$ cat src/rtl/tdg_pkg.sv
package tdg_pkg;

    localparam int ID_W = 8;
    localparam int LG_W = $clog2(ID_W + 1);

    typedef logic [ID_W-1:0] node_id_t;
    typedef logic [LG_W-1:0] node_lg_t;

    typedef enum logic [2:0] {
        PAT_COMPLEMENT = 3'd0,
        PAT_REVERSE    = 3'd1,
        PAT_ROTATE     = 3'd2,
        PAT_NEIGHBOR   = 3'd3,
        PAT_SHUFFLE    = 3'd4,
        PAT_TORNADO    = 3'd5,
        PAT_TRANSPOSE  = 3'd6,
        PAT_UNIFORM    = 3'd7
    } pattern_e;

    typedef struct packed {
        node_id_t x;
        node_id_t y;
    } coord_t;

    // Mask of the low 'bits' bits
    function automatic node_id_t low_mask(node_lg_t bits);
        logic [ID_W:0] wide;
        wide = ({{ID_W{1'b0}}, 1'b1} << bits) - {{ID_W{1'b0}}, 1'b1};
        return wide[ID_W-1:0];
    endfunction

    function automatic node_id_t reverse_all(node_id_t v);
        node_id_t r;
        for (int i = 0; i < ID_W; i++) begin
            r[i] = v[ID_W-1-i];
        end
        return r;
    endfunction

    function automatic node_id_t compose(coord_t c, node_lg_t half);
        return (c.y << half) | c.x;
    endfunction

endpackage

$ cat src/rtl/tdg_lfsr.sv
module tdg_lfsr #(
    parameter int          W    = 16,
    parameter logic [W-1:0] TAPS = 16'hB400,
    parameter logic [W-1:0] SEED = 16'hACE1
) (
    input  logic         clk,
    input  logic         rst,
    input  logic         step_i,
    output logic [W-1:0] state_o
);
    logic [W-1:0] state_q;

    always_ff @(posedge clk) begin
        if (rst) begin
            state_q <= SEED;
        end else if (step_i) begin
            state_q <= (state_q >> 1) ^ (state_q[0] ? TAPS : '0);
        end
    end

    assign state_o = state_q;

    assert_lfsr_nonzero_R10: assert property (@(posedge clk) disable iff (rst)
        state_q != '0);

    assert_lfsr_holds_R10: assert property (@(posedge clk) disable iff (rst)
        !step_i |=> $stable(state_q));

endmodule

$ cat src/rtl/tdg_pattern_calc.sv
module tdg_pattern_calc
    import tdg_pkg::*;
(
    input  pattern_e pattern_i,
    input  node_id_t src_i,
    input  node_lg_t lg_i,
    input  node_id_t rnd_i,
    output node_id_t dst_o
);
    localparam node_lg_t ID_W_L = node_lg_t'(ID_W);

    node_lg_t half;
    node_id_t nmask, rmask, top_bit, s, half_radix, rev;
    coord_t   c, o;

    always_comb begin
        half       = lg_i >> 1;
        nmask      = low_mask(lg_i);
        rmask      = low_mask(half);
        top_bit    = nmask ^ (nmask >> 1);
        s          = src_i & nmask;
        c.x        = s & rmask;
        c.y        = (s >> half) & rmask;
        half_radix = (half == '0) ? '0 : (node_id_t'(1) << (half - node_lg_t'(1)));
        rev        = reverse_all(s) >> (ID_W_L - lg_i);
        o          = c;
        dst_o      = '0;
        unique case (pattern_i)
            PAT_COMPLEMENT: begin
                o.x   = ~c.x & rmask;
                o.y   = ~c.y & rmask;
                dst_o = compose(o, half);
            end
            PAT_REVERSE: dst_o = rev & nmask;
            PAT_ROTATE: dst_o = (s >> 1) | (s[0] ? top_bit : '0);
            PAT_NEIGHBOR: begin
                o.x   = (c.x + node_id_t'(1)) & rmask;
                dst_o = compose(o, half);
            end
            PAT_SHUFFLE: begin
                if ((s & top_bit) == '0) dst_o = (s << 1) & nmask;
                else                     dst_o = ((s << 1) - nmask) & nmask;
            end
            PAT_TORNADO: begin
                o.x   = (c.x + half_radix - node_id_t'(1)) & rmask;
                dst_o = compose(o, half);
            end
            PAT_TRANSPOSE: begin
                o.x   = c.y;
                o.y   = c.x;
                dst_o = compose(o, half);
            end
            PAT_UNIFORM: dst_o = rnd_i & nmask;
            default: dst_o = '0;
        endcase
    end

endmodule

$ cat src/rtl/traffic_dest_gen.sv
module traffic_dest_gen
    import tdg_pkg::*;
#(
    parameter int              OFFSET_BITS = 6,
    parameter int              ADDR_W      = 32,
    parameter int              LFSR_W      = 16,
    parameter logic [LFSR_W-1:0] LFSR_TAPS = 16'hB400,
    parameter logic [LFSR_W-1:0] LFSR_SEED = 16'hACE1
) (
    input  logic              clk,
    input  logic              rst,
    input  logic              gen_i,
    input  logic [ID_W-1:0]   src_id_i,
    input  logic [LG_W-1:0]   node_lg2_i,
    input  logic [2:0]        pattern_i,
    input  logic              force_en_i,
    input  logic [ID_W-1:0]   force_dst_i,
    output logic              dst_valid_o,
    output logic [ID_W-1:0]   dst_id_o,
    output logic [ADDR_W-1:0] req_addr_o
);
    localparam int RND_W = (LFSR_W < ID_W) ? LFSR_W : ID_W;

    logic [LFSR_W-1:0] lfsr_state;
    node_id_t          rnd, pat_dst, next_dst;
    logic              valid_q;
    node_id_t          dst_q;
    logic [ADDR_W-1:0] addr_q;

    tdg_lfsr #(
        .W    (LFSR_W),
        .TAPS (LFSR_TAPS),
        .SEED (LFSR_SEED)
    ) u_lfsr (
        .clk     (clk),
        .rst     (rst),
        .step_i  (gen_i),
        .state_o (lfsr_state)
    );

    always_comb begin
        rnd = '0;
        rnd[RND_W-1:0] = lfsr_state[RND_W-1:0];
    end

    tdg_pattern_calc u_calc (
        .pattern_i (pattern_e'(pattern_i)),
        .src_i     (src_id_i),
        .lg_i      (node_lg2_i),
        .rnd_i     (rnd),
        .dst_o     (pat_dst)
    );

    assign next_dst = force_en_i ? force_dst_i : pat_dst;

    always_ff @(posedge clk) begin
        if (rst) begin
            valid_q <= 1'b0;
            dst_q   <= '0;
            addr_q  <= '0;
        end else begin
            valid_q <= gen_i;
            if (gen_i) begin
                dst_q  <= next_dst;
                addr_q <= ADDR_W'(next_dst) << OFFSET_BITS;
            end
        end
    end

    assign dst_valid_o = valid_q;
    assign dst_id_o    = dst_q;
    assign req_addr_o  = addr_q;

    assert_valid_after_gen_R2: assert property (@(posedge clk) disable iff (rst)
        gen_i |=> dst_valid_o);

    assert_idle_holds_R2: assert property (@(posedge clk) disable iff (rst)
        !gen_i |=> (!dst_valid_o && $stable(dst_id_o)));

    assert_force_wins_R11: assert property (@(posedge clk) disable iff (rst)
        (gen_i && force_en_i) |=> (dst_id_o == $past(force_dst_i)));

    assert_dst_in_range_R13: assert property (@(posedge clk) disable iff (rst)
        (gen_i && !force_en_i) |=> ((dst_id_o >> $past(node_lg2_i)) == '0));

    assert_addr_matches_R12: assert property (@(posedge clk) disable iff (rst)
        req_addr_o == (ADDR_W'(dst_id_o) << OFFSET_BITS));

endmodule

$ cat config.mk
export PLATFORM = sky130hd
export DESIGN_NAME = traffic_dest_gen
export DESIGN_NICKNAME = d
export VERILOG_FILES = /design/src/rtl/tdg_pkg.sv /design/src/rtl/tdg_lfsr.sv /design/src/rtl/tdg_pattern_calc.sv /design/src/rtl/traffic_dest_gen.sv
export SDC_FILE = /design/constraint.sdc
export NUM_CORES = 1
export LEC_CHECK = 0
export CAP_MARGIN = 40
export CORE_UTILIZATION = 56
export CTS_CLUSTER_DIAMETER = 40
export DETAILED_ROUTE_END_ITERATION = 10
export GPL_TIMING_DRIVEN = 0
export HOLD_SLACK_MARGIN = 0.06
export PLACE_DENSITY = 0.81
export SLEW_MARGIN = 20
export SYNTH_ARGS = -nofsm -noshare
export SYNTH_HDL_FRONTEND = slang
export SYNTH_SLANG_ARGS = --single-unit
$ cat constraint.sdc
create_clock -name clk -period 5.94 [get_ports clk]
set_clock_uncertainty 0.15 [all_clocks]
set_input_delay 1.485 -clock clk [delete_from_list [all_inputs] [get_ports clk]]
set_output_delay 1.485 -clock clk [all_outputs]
set_load 0.005 [all_outputs]
## Word-level counts from Yosys, hierarchy flattened

Index checks and enable logic that the tools add are counted.

- Bits of input ports: 27
- Output and inout bits: 41
- Logic and storage cells: 56
- Flip-flop bits (word level): 25

- Bitwise gates (word level): 21
- Equal/unequal tests: 7
- Reductions and logical operators: 3
- Mux-type cells: 6
- Shift operators: 8
- Add/sub/neg operators: 8

Operator list:

| kind | number |
|---|---|
| AND 8 bit | 12 |
| case mux 8 bit (8 select lines) | 1 |
| 2-to-1 mux 8 bit | 4 |
| OR 8 bit | 4 |
| left shift 8 x 3 -> 8 bit | 3 |
| subtractor 8 x 1 -> 8 bit, second input constant | 3 |
| 2-to-1 mux 16 bit | 1 |
| inverter 8 bit | 2 |
| left shift 1 x 4 -> 8 bit, first input constant | 2 |
| XOR 15 x 16 -> 16 bit | 1 |
| equality test 3 bit, second input constant | 4 |
| adder 8 x 1 -> 8 bit, second input constant | 1 |
| adder 8 bit | 1 |
| logical NOT 8 bit | 1 |
| OR 7 x 8 -> 8 bit | 1 |
| left shift 1 x 3 -> 8 bit, first input constant | 1 |
| right shift 8 x 3 -> 8 bit | 1 |
| right shift 8 x 4 -> 8 bit | 1 |
| subtractor 8 bit | 1 |
| XOR 8 x 7 -> 8 bit | 1 |
| equality test 3 x 2 -> 1 bit, second input constant | 2 |
| logical NOT 4 bit | 1 |
| subtractor 3 x 1 -> 4 bit, second input constant | 1 |
| subtractor 4 bit, first input constant | 1 |
| 2 further kinds | 2 |

## Depth between registers and ports, before layout

- Depth in word-level cells: 11
- Depth in mapped cells: 22
- Gate-level depth less buffers: 20

## By module

A second synthesis with hierarchy kept.

- Cell total of the unflattened synthesis: 666
- Area, all modules: 4763.3 um^2

By module, submodules not included:

| module | seq. area each (um^2) | times used | cells each | area each (um^2) |
|---|---|---|---|---|
| tdg_pattern_calc | 0.0 | 1 | 539 | 3499.6 |
| traffic_dest_gen | 180.2 | 1 | 71 | 634.4 |
| tdg_lfsr | 320.3 | 1 | 56 | 629.4 |

## Worst setup path before layout

No wires, ideal clock.

- Path kind: input port to flip-flop
- Start point: input node_lg2_i[0]
- End point: register dst_q[5] (netlist: dst_id_o[5])
- Library setup time: 112 ps
- Data arrival time: 5378 ps
- Required time: 5678 ps
- Stages on the path: 20
- Path slack: 299 ps
- Path through: clkbuf_1 -> clkinv_1 -> ha_1 -> ha_1 -> buf_4 -> nor3_1 -> a2111o_1 -> buf_2 -> inv_1 -> or3_1 -> ha_1 -> fa_1 -> inv_1 -> a21o_1 -> a21oi_1 -> xnor2_1 -> a32oi_1 -> a31oi_1 -> a211oi_1 -> a2111oi_1

- Cells in the longest elaborated chain, start to end: 11
- Elaborated cells between the ends (all ways): 37

RTL lines:

| element | RTL line | text |
|---|---|---|
| start: declaration | traffic_dest_gen.sv:14 | `input logic [LG_W-1:0] node_lg2_i,` |
| parallel branches: the longest is 9 deep, another holds subtractor 8 x 1 -> 8 bit | - |  |
| case mux 8 bit (8 select lines) (*) | tdg_pattern_calc.sv:28 | `unique case (pattern_i)` |
| 2-to-1 mux 8 bit (*) | traffic_dest_gen.sv:54 | `assign next_dst = force_en_i ? force_dst_i : pat_dst;` |
| end signal: assignment | traffic_dest_gen.sv:64 | `dst_q <= next_dst;` |
| end: declaration | traffic_dest_gen.sv:27 | `node_id_t dst_q;` |

Every way passes the cells marked *.
A chain may end at the register's enable or synchronous reset.

## Worst setup path after layout

- Start point: input node_lg2_i[3]
- End point: register dst_q[3] (netlist: dst_id_o[3])

The elaborated chain is that of the path after synthesis.

==> flow_summary.ini <==
[run_status]
status = finished, final reports clean

[run]
drv_cap = 0

[power_and_ir_drop]
share_clk_of_total_power = 0.158
cellPowerDensity_nw_per_um2 = 139
max-vdd-ir-drop_mv = 0.164
p_comb_frac = 0.567
switchingPower_mw = 0.294
internal_power_mw = 0.392
p_leak_nw = 2.07
power_switching_share = 0.429
power_mw = 0.686
power.share.sequential = 0.274

[timing]
rsz_0062_raised_after_global_routing = false
fmaxAchievable_ghz = 0.176
timing_worst_slew_pin_value_ns = 0.926
normalized_max_slew_margin = 0.378
fin_ws_ns = 0.246
fin_hold_ws_ns = 0.333
slew_violations = 0
report.final.hold_viol_count = 0
timing.final.crit_share = 0.959
crit_path_time_final_ns = 5.69
setup_viol_count_final = 0

[global_routing]
grt_usage = 0.396
grt_antenna_before_repair = 0
globalRouteOverflowTotal = 0
largest_net_degree_at_the_start_of_global_routing = 17
first_global_vias = 4393
grt_pass1_wl_um = 23600

[drt]
drt-total-wl_um = 15700
wire_per_inst_um = 20.3
route.detailed.vias_per_inst = 6.46
drt.antenna.violating_nets = 0
detailroute.via_count = 4984
drtIter0Drc = 606
drc_errors = 0
drt_pre_antenna_iters = 5

[placement]
pre_cts_slack_ns = -1.08
post-dp-hpwl_um = 12200
io_buffer_count = 35
gp_congestion = 1.02

[min_path]
min_from = u_lfsr.state_o[12]
holdCritPathClass = flop to flop

[synth]
synth_edf_count = 0
yosysWarningCount = 0
synthTopCellsByArea = sky130_fd_sc_hd__dfxtp_1 (12%), sky130_fd_sc_hd__ha_1 (9.5%), sky130_fd_sc_hd__buf_4 (5.8%)
synthAdderAreaFrac = 0.0993
synth.avg_cell_area_um2 = 6.95
synth_sequential_area_ratio = 0.118
synthCells = 609
postSynthRegisterBits = 25
synth_flop_cell = sky130_fd_sc_hd__dfxtp_1
post_synth_num_cell_types = 78
synth_top_family_by_area = compound AO/OA/AOI/OAI gates
post_synth_and_or_nand_nor_area_fraction = 0.259
post_synth_mux_area_share = 0.0594
synth_compound_area_frac = 0.282
share_of_yosys_cell_area_claimed_by_the_top_area_cell_type = 0.118
mappedNetlistArea_um2 = 4240
yosys.area_share.xor_xnor = 0.0372
synth_largest_area_cell = sky130_fd_sc_hd__dfxtp_1
synthArstFlopShare = 0

[setup_path]
endpoint_kind = flop
r2r_setup_slack_ns = 4.33
criticalPathCategory = input port to flop
setup.worst_path.start_class = input port
worst_setup_path_startpoint = node_lg2_i[3]
worst_ep_required_time_ns = 5.92
rr_startpoint = u_lfsr.state_o[4]
cp.arrival_ns = 5.68
cp_max_fo = 10

[floorplanning]
die-area_um2 = 7910
core_region_area_um2 = 7290
num_io_pins = 68
floorplan.initialDensity = 0.581
die_width_um = 89.0
floorplan.die.height_um = 89.0
fp-row-count = 31

[finish]
antennaDiodeCount = 0
nFillCells = 667
area_delta_synth_final_pct = 16.5
finish.net_count = 733
final_layout_size_suffix_gt1_frac = 0.147
util_after_layout = 0.677

[clock_tree]
clock_latency_ns = 0.28
ctsLongestPathBuffers = 2
clock_sink_count = 25
cts_hold_buf = 0
ctsRootBufferMaster = sky130_fd_sc_hd__clkbuf_8
cts_max_level = 1
cts_made_buffers = 3
tritoncts = built
clk_pin_slew_worst_paths_ns = 0.10
cell usage in the layout, fill, tap and decap left out, types with 12 or more instances in the layout:
| cell | instances |
|---|---|
| sky130_fd_sc_hd__clkdlybuf4s50_1 | 33 |
| sky130_fd_sc_hd__o21ai_0 | 34 |
| sky130_fd_sc_hd__a31oi_1 | 12 |
| sky130_fd_sc_hd__nor2b_1 | 19 |
| sky130_fd_sc_hd__nand2_1 | 59 |
| sky130_fd_sc_hd__nand2b_1 | 17 |
| sky130_fd_sc_hd__nor2_1 | 43 |
| sky130_fd_sc_hd__nand3_1 | 16 |
| sky130_fd_sc_hd__conb_1 | 24 |
| sky130_fd_sc_hd__dfxtp_1 | 25 |
| sky130_fd_sc_hd__inv_1 | 34 |
| sky130_fd_sc_hd__clkbuf_1 | 22 |
| sky130_fd_sc_hd__mux2i_1 | 15 |
| sky130_fd_sc_hd__buf_4 | 35 |
| sky130_fd_sc_hd__ha_1 | 30 |
| sky130_fd_sc_hd__xnor2_1 | 12 |
| sky130_fd_sc_hd__buf_2 | 15 |
| sky130_fd_sc_hd__nor3_1 | 16 |
| sky130_fd_sc_hd__a21oi_1 | 36 |
cell families (layout without fill, tap and decap cells):
logic type                 Yosys count  in the layout
buffers and inverters              120            160
other                                1             24
and+or+nand+nor                    218            218
muxes                               20             20
xor gates and xnor gates            18             18
DFF                                 25             25
adders and majority gates           33             33
AOI/OAI and AO/OA                  174            174
per-stage QoR:
step | setup TNS, ns | area, um2 | cells
floorplan | 0 | 4320 | 632
global placement | -4.93 | 4800 | 766
detailed placement | -5.52 | 4800 | 766
CTS | 0 | 4900 | 771
global route | 0 | 4930 | 771
finish | 0 | 4930 | 771
cell type report:
cell class              count  area (um2)  share of cell area
clock inverters             1        8.76             0.00178
clock buffers               3        41.3             0.00837
inverters                  41         163              0.0330
multi-input cells         487        3260               0.661
flip-flops and latches     25         500               0.101
well taps                  99         124              0.0251
plain buffers              79         479              0.0971
repair buffers             36         355              0.0720
state kept, by name, summed over array words and instances, names as in the netlist:
register        flops
u_lfsr.state_o     16
dst_id_o            8
dst_valid_o         1
synthesized netlist by cell type, types with 6 or more instances:
cell type and number:
sky130_fd_sc_hd__ha_1 32, sky130_fd_sc_hd__nand4_1 11, sky130_fd_sc_hd__buf_2 15, sky130_fd_sc_hd__inv_1 35
sky130_fd_sc_hd__mux2i_1 15, sky130_fd_sc_hd__nand2_1 60, sky130_fd_sc_hd__nor3_1 16, sky130_fd_sc_hd__xnor2_1 12
sky130_fd_sc_hd__nand2b_1 17, sky130_fd_sc_hd__o31ai_1 8, sky130_fd_sc_hd__a32oi_1 6, sky130_fd_sc_hd__dfxtp_1 25
sky130_fd_sc_hd__o21ai_0 34, sky130_fd_sc_hd__o22ai_1 11, sky130_fd_sc_hd__a31oi_1 12, sky130_fd_sc_hd__buf_4 33
sky130_fd_sc_hd__clkbuf_1 24, sky130_fd_sc_hd__nor2_1 43, sky130_fd_sc_hd__nor2b_1 19, sky130_fd_sc_hd__a211o_1 6
sky130_fd_sc_hd__xor2_1 6, sky130_fd_sc_hd__or2_2 7, sky130_fd_sc_hd__nand3_1 16, sky130_fd_sc_hd__a21oi_1 36
final timing paths:
kind | end | cells after the start
worst max-delay path | dst_id_o[3] | 17
worst min-delay path | u_lfsr.state_o[11] | 1
worst min register to register | u_lfsr.state_o[11] | 1
worst max register to register | dst_id_o[4] | 6
metal layers:
metal	global-route usage	vias up	part of all wire
li1	-	2257	-
met1	0.530	2271	0.39
met2	0.615	381	0.44
met3	0.0942	75	0.12
met4	0.162	0	0.048
met5	0	-	0
power groups by stage:
stage,sequential (mW),combinational [mW],clock [mW]
after floorplan,0.190,0.255,0
after global placement,0.191,0.358,0
after detailed placement,0.192,0.365,0
after CTS,0.188,0.372,0.110
after global routing,0.190,0.418,0.116
final,0.188,0.389,0.109
what timing repair did:
item / CTS / global route
resized for setup: 17 / 11
setup buffers: 1 / 0
setup endpoints to repair: 7 / 5
pin swaps: 1 / 2
worst max-delay path, stage by stage:
cell and delay [ns]:
sky130_fd_sc_hd__clkdlybuf4s50_1 0.64, sky130_fd_sc_hd__buf_2 0.27, sky130_fd_sc_hd__buf_2 0.27, sky130_fd_sc_hd__buf_2 0.29
sky130_fd_sc_hd__clkbuf_1 0.41, sky130_fd_sc_hd__o21ai_0 0.23, sky130_fd_sc_hd__ha_1 0.24, sky130_fd_sc_hd__inv_1 0.05
sky130_fd_sc_hd__ha_1 0.15, sky130_fd_sc_hd__inv_1 0.05, sky130_fd_sc_hd__fa_1 0.39, sky130_fd_sc_hd__xor2_1 0.15
sky130_fd_sc_hd__nor2_1 0.06, sky130_fd_sc_hd__a21oi_1 0.15, sky130_fd_sc_hd__o21ai_0 0.09, sky130_fd_sc_hd__a2111oi_0 0.52
sky130_fd_sc_hd__a41oi_1 0.19
Power figures use the tool's default switching activity.
